### src/rtl/spi_regs_pkg.sv
package spi_regs_pkg;

    localparam int BUS_W  = 16;
    localparam int ADDR_W = 3;

    typedef enum logic [ADDR_W-1:0] {
        ADR_RXD  = 3'd0,
        ADR_TXD  = 3'd1,
        ADR_STAT = 3'd2,
        ADR_CTRL = 3'd3,
        ADR_RSVD = 3'd4,
        ADR_SEL  = 3'd5
    } reg_addr_e;

    localparam int B_ROE   = 3;
    localparam int B_TOE   = 4;
    localparam int B_TMT   = 5;
    localparam int B_TRDY  = 6;
    localparam int B_RRDY  = 7;
    localparam int B_ERR   = 8;
    localparam int B_FORCE = 10;

    localparam logic [BUS_W-1:0] IRQ_SRC_MASK =
        (BUS_W'(1) << B_ROE) | (BUS_W'(1) << B_TOE) | (BUS_W'(1) << B_TRDY) |
        (BUS_W'(1) << B_RRDY) | (BUS_W'(1) << B_ERR);
    localparam logic [BUS_W-1:0] CTRL_RW_MASK = IRQ_SRC_MASK | (BUS_W'(1) << B_FORCE);

    typedef struct packed {
        logic err;
        logic rrdy;
        logic trdy;
        logic tmt;
        logic toe;
        logic roe;
    } flags_t;

    typedef struct packed {
        logic wr_rxd;
        logic wr_txd;
        logic wr_stat;
        logic wr_ctrl;
        logic wr_sel;
        logic rd_rxd;
    } strobes_t;

    function automatic logic [BUS_W-1:0] pack_status(flags_t f);
        logic [BUS_W-1:0] w;
        w         = '0;
        w[B_ROE]  = f.roe;
        w[B_TOE]  = f.toe;
        w[B_TMT]  = f.tmt;
        w[B_TRDY] = f.trdy;
        w[B_RRDY] = f.rrdy;
        w[B_ERR]  = f.err;
        return w;
    endfunction

endpackage

### src/rtl/spi_tx_holder.sv
module spi_tx_holder #(
    parameter int DATA_W = 8
) (
    input  logic              clk,
    input  logic              rst,
    input  logic              wr_txd,
    input  logic [DATA_W-1:0] wdata,
    input  logic              clr_err,
    input  logic              eng_load,
    input  logic              eng_busy,
    output logic              trdy,
    output logic              tmt,
    output logic              toe,
    output logic [DATA_W-1:0] word
);

    logic accept;
    logic overrun;
    logic taken;

    always_comb begin
        accept  = wr_txd && trdy;
        overrun = wr_txd && !trdy;
        taken   = eng_load && !trdy;
    end

    always_ff @(posedge clk) begin
        if (rst) begin
            trdy <= 1'b1;
            tmt  <= 1'b1;
            toe  <= 1'b0;
            word <= '0;
        end else begin
            if (accept) begin
                word <= wdata;
                trdy <= 1'b0;
            end else if (taken) begin
                trdy <= 1'b1;
            end

            if (overrun) begin
                toe <= 1'b1;
            end else if (clr_err) begin
                toe <= 1'b0;
            end

            if (taken) begin
                tmt <= 1'b0;
            end else if (!eng_busy) begin
                tmt <= 1'b1;
            end
        end
    end

endmodule

### src/rtl/spi_rx_holder.sv
module spi_rx_holder #(
    parameter int DATA_W = 8
) (
    input  logic              clk,
    input  logic              rst,
    input  logic              rx_valid,
    input  logic [DATA_W-1:0] rx_data,
    input  logic              rd_rxd,
    input  logic              clr_err,
    output logic              rrdy,
    output logic              roe,
    output logic [DATA_W-1:0] word
);

    logic lost;

    always_comb begin
        lost = rx_valid && rrdy && !rd_rxd;
    end

    always_ff @(posedge clk) begin
        if (rst) begin
            rrdy <= 1'b0;
            roe  <= 1'b0;
            word <= '0;
        end else begin
            if (rx_valid) begin
                word <= rx_data;
                rrdy <= 1'b1;
            end else if (rd_rxd) begin
                rrdy <= 1'b0;
            end

            if (lost) begin
                roe <= 1'b1;
            end else if (clr_err) begin
                roe <= 1'b0;
            end
        end
    end

endmodule

### src/rtl/spi_irq_ctl.sv
module spi_irq_ctl
    import spi_regs_pkg::*;
(
    input  logic             clk,
    input  logic             rst,
    input  logic             wr_ctrl,
    input  logic [BUS_W-1:0] wdata,
    input  logic [BUS_W-1:0] status,
    output logic [BUS_W-1:0] ctrl,
    output logic             irq
);

    logic [BUS_W-1:0] pend;

    always_ff @(posedge clk) begin
        if (rst) begin
            ctrl <= '0;
        end else if (wr_ctrl) begin
            ctrl <= wdata & CTRL_RW_MASK;
        end
    end

    always_comb begin
        pend = status & ctrl & IRQ_SRC_MASK;
        irq  = |pend;
    end

endmodule

### src/rtl/spi_regfile.sv
module spi_regfile
    import spi_regs_pkg::*;
#(
    parameter int DATA_W  = 8,
    parameter int NUM_SEL = 4
) (
    input  logic               clk,
    input  logic               rst,
    input  logic [2:0]         bus_addr,
    input  logic               bus_wr_en,
    input  logic               bus_rd_en,
    input  logic [15:0]        bus_wdata,
    output logic [15:0]        bus_rdata,
    input  logic               eng_load,
    input  logic               eng_busy,
    input  logic               eng_rx_valid,
    input  logic [DATA_W-1:0]  eng_rx_data,
    output logic [DATA_W-1:0]  tx_word,
    output logic               tx_full,
    output logic [NUM_SEL-1:0] ss_mask,
    output logic               ss_force,
    output logic               irq
);

    localparam int SEL_RST = 1;

    strobes_t         stb;
    flags_t           flags;
    logic [BUS_W-1:0] status_w;
    logic [BUS_W-1:0] ctrl_w;
    logic [BUS_W-1:0] rd_next;
    logic             st_trdy;
    logic             st_tmt;
    logic             st_toe;
    logic             st_rrdy;
    logic             st_roe;
    logic [DATA_W-1:0] rx_word;
    logic [NUM_SEL-1:0] sel_q;

    // Address decode
    always_comb begin
        stb         = '0;
        stb.wr_rxd  = bus_wr_en && (bus_addr == ADR_RXD);
        stb.wr_txd  = bus_wr_en && (bus_addr == ADR_TXD);
        stb.wr_stat = bus_wr_en && (bus_addr == ADR_STAT);
        stb.wr_ctrl = bus_wr_en && (bus_addr == ADR_CTRL);
        stb.wr_sel  = bus_wr_en && (bus_addr == ADR_SEL);
        stb.rd_rxd  = bus_rd_en && (bus_addr == ADR_RXD);
    end

    spi_tx_holder #(.DATA_W(DATA_W)) u_tx (
        .clk      (clk),
        .rst      (rst),
        .wr_txd   (stb.wr_txd),
        .wdata    (bus_wdata[DATA_W-1:0]),
        .clr_err  (stb.wr_stat),
        .eng_load (eng_load),
        .eng_busy (eng_busy),
        .trdy     (st_trdy),
        .tmt      (st_tmt),
        .toe      (st_toe),
        .word     (tx_word)
    );

    spi_rx_holder #(.DATA_W(DATA_W)) u_rx (
        .clk      (clk),
        .rst      (rst),
        .rx_valid (eng_rx_valid),
        .rx_data  (eng_rx_data),
        .rd_rxd   (stb.rd_rxd),
        .clr_err  (stb.wr_stat),
        .rrdy     (st_rrdy),
        .roe      (st_roe),
        .word     (rx_word)
    );

    always_comb begin
        flags.roe  = st_roe;
        flags.toe  = st_toe;
        flags.tmt  = st_tmt;
        flags.trdy = st_trdy;
        flags.rrdy = st_rrdy;
        flags.err  = st_roe | st_toe;
        status_w   = pack_status(flags);
    end

    spi_irq_ctl u_irq (
        .clk     (clk),
        .rst     (rst),
        .wr_ctrl (stb.wr_ctrl),
        .wdata   (bus_wdata),
        .status  (status_w),
        .ctrl    (ctrl_w),
        .irq     (irq)
    );

    // Select mask: bit 0 comes out of reset set
    for (genvar i = 0; i < NUM_SEL; i++) begin : g_sel
        localparam logic RST_V = (i == 0) ? 1'(SEL_RST) : 1'b0;
        always_ff @(posedge clk) begin
            if (rst) begin
                sel_q[i] <= RST_V;
            end else if (stb.wr_sel) begin
                sel_q[i] <= bus_wdata[i];
            end
        end
    end

    // Read mux
    always_comb begin
        rd_next = '0;
        case (bus_addr)
            ADR_RXD:  rd_next[DATA_W-1:0]  = rx_word;
            ADR_STAT: rd_next              = status_w;
            ADR_CTRL: rd_next              = ctrl_w;
            ADR_SEL:  rd_next[NUM_SEL-1:0] = sel_q;
            default:  rd_next              = '0;
        endcase
    end

    always_ff @(posedge clk) begin
        if (rst) begin
            bus_rdata <= '0;
        end else begin
            bus_rdata <= bus_rd_en ? rd_next : '0;
        end
    end

    always_comb begin
        tx_full  = !st_trdy;
        ss_mask  = sel_q;
        ss_force = ctrl_w[B_FORCE];
    end

endmodule

### config.mk
export PLATFORM = sky130hd
export DESIGN_NAME = spi_regfile
export DESIGN_NICKNAME = d
export VERILOG_FILES = /design/src/rtl/spi_regs_pkg.sv /design/src/rtl/spi_tx_holder.sv /design/src/rtl/spi_rx_holder.sv /design/src/rtl/spi_irq_ctl.sv /design/src/rtl/spi_regfile.sv
export SDC_FILE = /design/constraint.sdc
export NUM_CORES = 1
export LEC_CHECK = 0
export BUFFER_PORTS_ARGS = -buffer_cell sky130_fd_sc_hd__buf_2
export CAP_MARGIN = 20
export CORE_MARGIN = 4
export CORE_UTILIZATION = 45
export DETAILED_ROUTE_END_ITERATION = 12
export GPL_TIMING_DRIVEN = 0
export HOLD_SLACK_MARGIN = 0.03
export PLACE_DENSITY = 0.73
export SYNTH_ARGS = -nofsm -noshare
export SYNTH_HDL_FRONTEND = slang
export SYNTH_SLANG_ARGS = --single-unit
### constraint.sdc
create_clock -name clk -period 1.5 [get_ports clk]
set_input_delay 0.3 -clock clk [delete_from_list [all_inputs] [get_ports clk]]
set_output_delay 0.3 -clock clk [all_outputs]
set_load 0.1 [all_outputs]
# == Word-level counts from Yosys, hierarchy flattened ==
# Index checks and enable logic that the tools add are counted.
# word_totals
register_bits,47
input_bits,34
out_inout_bits,31
elab_cells,52
# classes
n_eq_ne,5
mux,12
n_bitwise,3
reduce_logical,19
# op_table
operator,count
$pmux 4 s4,1
$pmux 4 s3,1
$logic_and 1x1->1,10
$and 9x9->9,1
$mux 1,9
$reduce_bool 2->1,4
$eq 3x2->1 const B,2
$pmux 3 s2,1
$reduce_or 5->1,1
$eq 3x1->1 const B,1
$eq 3x3->1 const B,1
$logic_not 3->1,1
$logic_not 1->1,2
$ne 2x1->1 const B,1
$reduce_or 2->1,1
$not 1->1,1
$or 1x1->1,1

# == Logic depth before layout (Yosys ltp) ==
# depth
word_depth,5
depth_mapped,5
depth_no_buf,3

# == Cells and area by module ==
# A second synthesis with hierarchy kept.
# unflattened
hier_cells,204
hier_area_um2,2049.5
# by_module_without_submodules
mod,n_inst,cells_each,area_per_inst_um2,seq_area_each_um2
spi_regfile,1,90,892.1,400.4
spi_tx_holder,1,48,484.2,220.2
spi_rx_holder,1,33,362.8,200.2
spi_irq_ctl,1,33,310.3,120.1

# == Worst setup path before layout ==
# Ideal clock, no wire load.
# synth_timing
path_type,register -> output
start,register u_tx.toe
end,output irq
arrival_ns,2.532
setup_slack_ns,-1.332
path_stages_with_launch,3
path_buffers,0
cell_sequence,dfxtp_1 > nor2_1 > o21ai_0
# synth_via
elab_chain_cells,3
# synth_lines
item,line_no,rtl
"start, declared",spi_tx_holder.sv:13,"output logic toe,"
"start signal, assigned",spi_tx_holder.sv:31,toe <= 1'b0;
"start signal, assigned",spi_tx_holder.sv:42,toe <= 1'b1;
"start signal, assigned",spi_tx_holder.sv:44,toe <= 1'b0;
$or 1x1->1,spi_regfile.sv:83,flags.err = st_roe | st_toe;
$and 9x9->9 (*),spi_irq_ctl.sv:24,pend = status & ctrl & IRQ_SRC_MASK;
$reduce_or 5->1 (*),spi_irq_ctl.sv:25,irq = |pend;
"end, declared",spi_regfile.sv:22,output logic irq
# Mark *: on every way between the ends. The rest lies on a longest branch, timed or not.

# == Final worst setup path ==
# layout_timing
start,register u_irq.ctrl[7]
end,output irq
# layout_via
elab_chain_cells,2
# layout_lines
item,line_no,rtl
"start, declared",spi_irq_ctl.sv:9,"output logic [BUS_W-1:0] ctrl,"
"start signal, assigned",spi_irq_ctl.sv:19,ctrl <= wdata & CTRL_RW_MASK;
$and 9x9->9,spi_irq_ctl.sv:24,
$reduce_or 5->1,spi_irq_ctl.sv:25,
# No other way between the ends.

==> metrics.txt <==
# TYPE chip_impl_metric gauge
chip_impl_info{name="status",value="complete, but fails checks"} 1
chip_impl_info{name="synth_flop_cell",value="sky130_fd_sc_hd__dfxtp_1"} 1
chip_impl_metric{name="worst_slack",unit="ns"} -0.2110
chip_impl_info{name="criticalPathCategory",value="register to primary output"} 1
chip_impl_info{name="synth_area_leaders",value="sky130_fd_sc_hd__dfxtp_1, sky130_fd_sc_hd__mux2i_1, sky130_fd_sc_hd__nand2b_1, sky130_fd_sc_hd__nor2_1, sky130_fd_sc_hd__buf_4"} 1
chip_impl_metric{name="die-height",unit="um"} 71.39
chip_impl_metric{name="via_count",unit=""} 1466
chip_impl_metric{name="drc",unit=""} 0
chip_impl_metric{name="fill_cells",unit=""} 344
chip_impl_metric{name="port-buffer-count",unit=""} 49
chip_impl_metric{name="setup-violations-final",unit=""} 1
chip_impl_metric{name="multi_input_area",unit="um2"} 887.1
chip_impl_metric{name="max_freq",unit="MHz"} 584.5
chip_impl_metric{name="holdBufCountCts",unit=""} 0
chip_impl_metric{name="dp.final_hpwl",unit="um"} 2990
chip_impl_metric{name="synthToLayoutAreaGrowth",unit="%"} 26.71
chip_impl_metric{name="path_depth",unit=""} 3
chip_impl_metric{name="syn_inst",unit=""} 183
chip_impl_metric{name="critical_path.max_stage_delay",unit="ns"} 0.48
chip_impl_metric{name="worstSkewPairLatency",unit="ns"} 0.29
chip_impl_metric{name="timing.clock.skew",unit="ns"} 0.004137
chip_impl_metric{name="finalNetCount",unit=""} 281
chip_impl_metric{name="detail_route.vias_per_cell",unit=""} 4.953
chip_impl_metric{name="n_antenna_cell",unit=""} 0
chip_impl_info{name="worst_r2r_startpoint",value="u_tx.trdy"} 1
chip_impl_info{name="violations",value="setup timing"} 1
chip_impl_metric{name="die_width",unit="um"} 71.39
chip_impl_metric{name="critical_path.max_fanout",unit=""} 2
chip_impl_metric{name="worst_ep_required_time",unit="ns"} 1.20
chip_impl_metric{name="drt_pre_antenna_iters",unit=""} 4
chip_impl_info{name="worst_setup_path_startpoint",value="u_irq.ctrl[7]"} 1
chip_impl_metric{name="floorplan.core_area",unit="um2"} 3771
chip_impl_info{name="clock_tree_from_tritoncts",value="built"} 1
chip_impl_info{name="worst_hold_startpoint",value="eng_rx_data[3]"} 1
chip_impl_metric{name="static-leakage-power",unit="nW"} 1.132
chip_impl_metric{name="post_synth_instance_area",unit="um2"} 1808
chip_impl_metric{name="floorplan.rows",unit=""} 22
chip_impl_metric{name="ios",unit=""} 65
chip_impl_metric{name="post_drt_wl_per_cell",unit="um"} 13.42
chip_impl_info{name="synthDominantAreaCellType",value="sky130_fd_sc_hd__dfxtp_1"} 1
chip_impl_metric{name="timing_worst_slew_pin_value",unit="ns"} 0.5272
chip_impl_info{name="r2r-end",value="u_tx.word[6]"} 1
chip_impl_metric{name="post_route_cells_drive_above_1_share",unit="%"} 35.08
chip_impl_metric{name="synth.ff_latch_count",unit=""} 41
chip_impl_metric{name="cp_num_buf_inv",unit=""} 1
chip_impl_info{name="cts.root.buffer_cell",value="sky130_fd_sc_hd__clkbuf_8"} 1
chip_impl_metric{name="clock_sinks",unit=""} 41
chip_impl_metric{name="initial_antenna_violation_count",unit=""} 0
chip_impl_info{name="critical_path.cell_chain",value="a222oi_1, o21ai_4, buf_12"} 1
chip_impl_metric{name="irDropWorstVdd",unit="mV"} 0.6306
chip_impl_metric{name="dpl_worst_slack",unit="ns"} -0.03262
chip_impl_metric{name="overflow",unit=""} 0
chip_impl_metric{name="cts.reportedPaths.clkPinSlew",unit="ns"} 0.07
chip_impl_metric{name="postSynth.asyncResetShare",unit="%"} 0
chip_impl_metric{name="global_route_usage_over_all_layers",unit="%"} 16.38
chip_impl_metric{name="timing.max_cap.violations",unit=""} 0
chip_impl_metric{name="critical_path_arrival",unit="ns"} 1.41
chip_impl_info{name="min_path_type",value="primary input to register"} 1
chip_impl_info{name="unrepaired_setup_endpoints_after_global_routing",value="yes"} 1
chip_impl_metric{name="slew_limit_fails",unit=""} 0
chip_impl_metric{name="clock_tree.htree_level_count",unit=""} 2
chip_impl_info{name="layout.cells.most_common",value="sky130_fd_sc_hd__buf_2"} 1
chip_impl_metric{name="number_of_drc_violations_after_detailed_routing_iteration_0",unit=""} 88
chip_impl_info{name="worst_path_slowest_cell",value="sky130_fd_sc_hd__a222oi_1"} 1
chip_impl_metric{name="sequential_area",unit="um2"} 827.0
chip_impl_metric{name="ys_types",unit=""} 36
chip_impl_metric{name="clock_tree.buffer_depth",unit=""} 2
chip_impl_metric{name="finalHoldViolations",unit=""} 0
chip_impl_metric{name="grt_pass1_vias",unit=""} 1458
chip_impl_metric{name="fin_crit",unit="ns"} 1.711
chip_impl_metric{name="max-slew-margin-rel",unit="%"} 64.85
chip_impl_info{name="final_cell_mix",value="sky130_fd_sc_hd__buf_2, sky130_fd_sc_hd__dfxtp_1, sky130_fd_sc_hd__mux2i_1, sky130_fd_sc_hd__nor2_1, sky130_fd_sc_hd__nand2b_1"} 1
chip_impl_metric{name="synth_edf_count",unit=""} 0
chip_impl_metric{name="grt_start_max_net_pins",unit=""} 13
chip_impl_metric{name="synth.yosys.seq_area_share",unit="%"} 45.40
chip_impl_metric{name="area_of_the_die",unit="um2"} 5096
chip_impl_info{name="startpoint_type",value="register"} 1
chip_impl_metric{name="clock_buffer_count_from_cts",unit=""} 5
chip_impl_info{name="setup.worst_path.end",value="irq"} 1
chip_impl_metric{name="grt_first_pass_wirelength",unit="um"} 6630
chip_impl_metric{name="antenna_left",unit=""} 0
chip_impl_metric{name="floorplan.initialDensity",unit="%"} 47.94
chip_impl_metric{name="worstRegToRegCells",unit=""} 4
chip_impl_info{name="dominant_delay_contributor_by_cell_family_on_the_critical_path",value="compound AO/OA/AOI/OAI gates"} 1
chip_impl_metric{name="syn-mean-instance-area",unit="um2"} 9.880
chip_impl_info{name="timing.critical_path.to_type",value="primary output"} 1
chip_impl_metric{name="gp_congestion",unit=""} 0.7906
chip_impl_metric{name="p_per_area",unit="nW/um2"} 1011
chip_impl_metric{name="synthesis.yosys.warnings",unit=""} 0
chip_impl_metric{name="totalPowerFinal",unit="mW"} 2.315
chip_impl_metric{name="r2r_setup_slack",unit="ns"} 0.35
chip_impl_metric{name="synth.top_cell.area_share",unit="%"} 45.40
chip_impl_metric{name="timing.final.crit_share",unit="%"} 114.1
chip_impl_metric{name="routed_wl",unit="um"} 3973
## cells by family (layout without fill, tap and decap cells)
logic type,count (synthesis),after routing,share of synthesized area [%]
compound gates,20,20,7.959
buf+inv,22,82,7.197
flops,41,41,45.40
mux,29,29,16.06
other cells,1,6,0.2074
simple gates,70,70,23.18
## worst reg2reg max path, stage by stage, from the launching register on
cell and delay [ns]:
sky130_fd_sc_hd__dfxtp_4 0.35, sky130_fd_sc_hd__buf_4 0.15, sky130_fd_sc_hd__nand4b_4 0.16, sky130_fd_sc_hd__nor2_8 0.21, sky130_fd_sc_hd__mux2i_1 0.20
## synth_stat cells, types with 2 or more instances
| cell type | count |
|---|---|
| sky130_fd_sc_hd__nor2b_1 | 2 |
| sky130_fd_sc_hd__clkbuf_1 | 2 |
| sky130_fd_sc_hd__o21ai_0 | 5 |
| sky130_fd_sc_hd__buf_6 | 2 |
| sky130_fd_sc_hd__nor2_1 | 24 |
| sky130_fd_sc_hd__nand3_1 | 6 |
| sky130_fd_sc_hd__and2_1 | 3 |
| sky130_fd_sc_hd__a21oi_1 | 5 |
| sky130_fd_sc_hd__dfxtp_1 | 41 |
| sky130_fd_sc_hd__mux2i_1 | 29 |
| sky130_fd_sc_hd__nand4b_2 | 2 |
| sky130_fd_sc_hd__nand2b_1 | 16 |
| sky130_fd_sc_hd__o41ai_2 | 2 |
| sky130_fd_sc_hd__nand2_1 | 7 |
| sky130_fd_sc_hd__buf_4 | 7 |
| sky130_fd_sc_hd__buf_2 | 5 |
| sky130_fd_sc_hd__and3_1 | 2 |
| sky130_fd_sc_hd__inv_1 | 5 |
## area by class of cell
class	count	area share (%)
flip-flops and latches	41	36.10
repair buffers	52	12.45
inverters	6	0.9831
clock inverters	1	0.2185
plain buffers	16	4.697
clock buffers	7	4.205
well taps	48	2.622
multi-input cells	125	38.72
## report_power, final
group          internal [mW]  switching [mW]
clock                  0.416           0.368
combinational          0.120           0.275
sequential              1.12          0.0180
## sequential cells by signal, indices dropped and copies added (netlist names)
signal,count
bus_rdata,10
u_rx.word,8
u_tx.word,8
u_irq.ctrl,6
ss_mask,4
u_rx.roe,1
u_rx.rrdy,1
u_tx.tmt,1
u_tx.toe,1
u_tx.trdy,1
## metal layers
metal	up-vias	global-route usage (%)	wire length (um)
met1	667	20.69	1772
met3	5	5.049	307
met2	51	26.73	1843
met5	-	0	0
met4	0	5.010	49
li1	743	-	-
## metrics by stage
step,instance area [um2],hold slack [ns],setup TNS [ns],cells,utilization [%]
2_1_floorplan,1838,0.4313,0,188,-
3_3_place_gp,2143,0.4560,-0.02010,285,56.83
3_5_place_dp,2143,0.4508,-0.03262,285,56.83
4_1_cts,2291,0.2365,-0.2015,296,60.75
5_1_grt,2291,0.2507,-0.2387,296,60.75
6_report,2291,0.2392,-0.2110,296,60.75
## timing repair
item / CTS / global route
pin swaps: 1 / 1
setup buffers: 3 / 0
gates cloned: 0 / 0
resized for setup: 9 / 0
endpoints found under the setup margin: 2 / 1
## how the worst min path moves through the flow
stage                     slack [ns]           end  cells past startpoint
after global placement          0.46  bus_rdata[0]                      2
after floorplan                 0.43  bus_rdata[0]                      2
final                           0.24  u_rx.word[3]                      3
after detailed placement        0.45  bus_rdata[0]                      2
after CTS                       0.24  u_rx.word[0]                      3
after global routing            0.25  u_rx.word[3]                      3
Note: power is estimated with default switching activity, not from simulation.
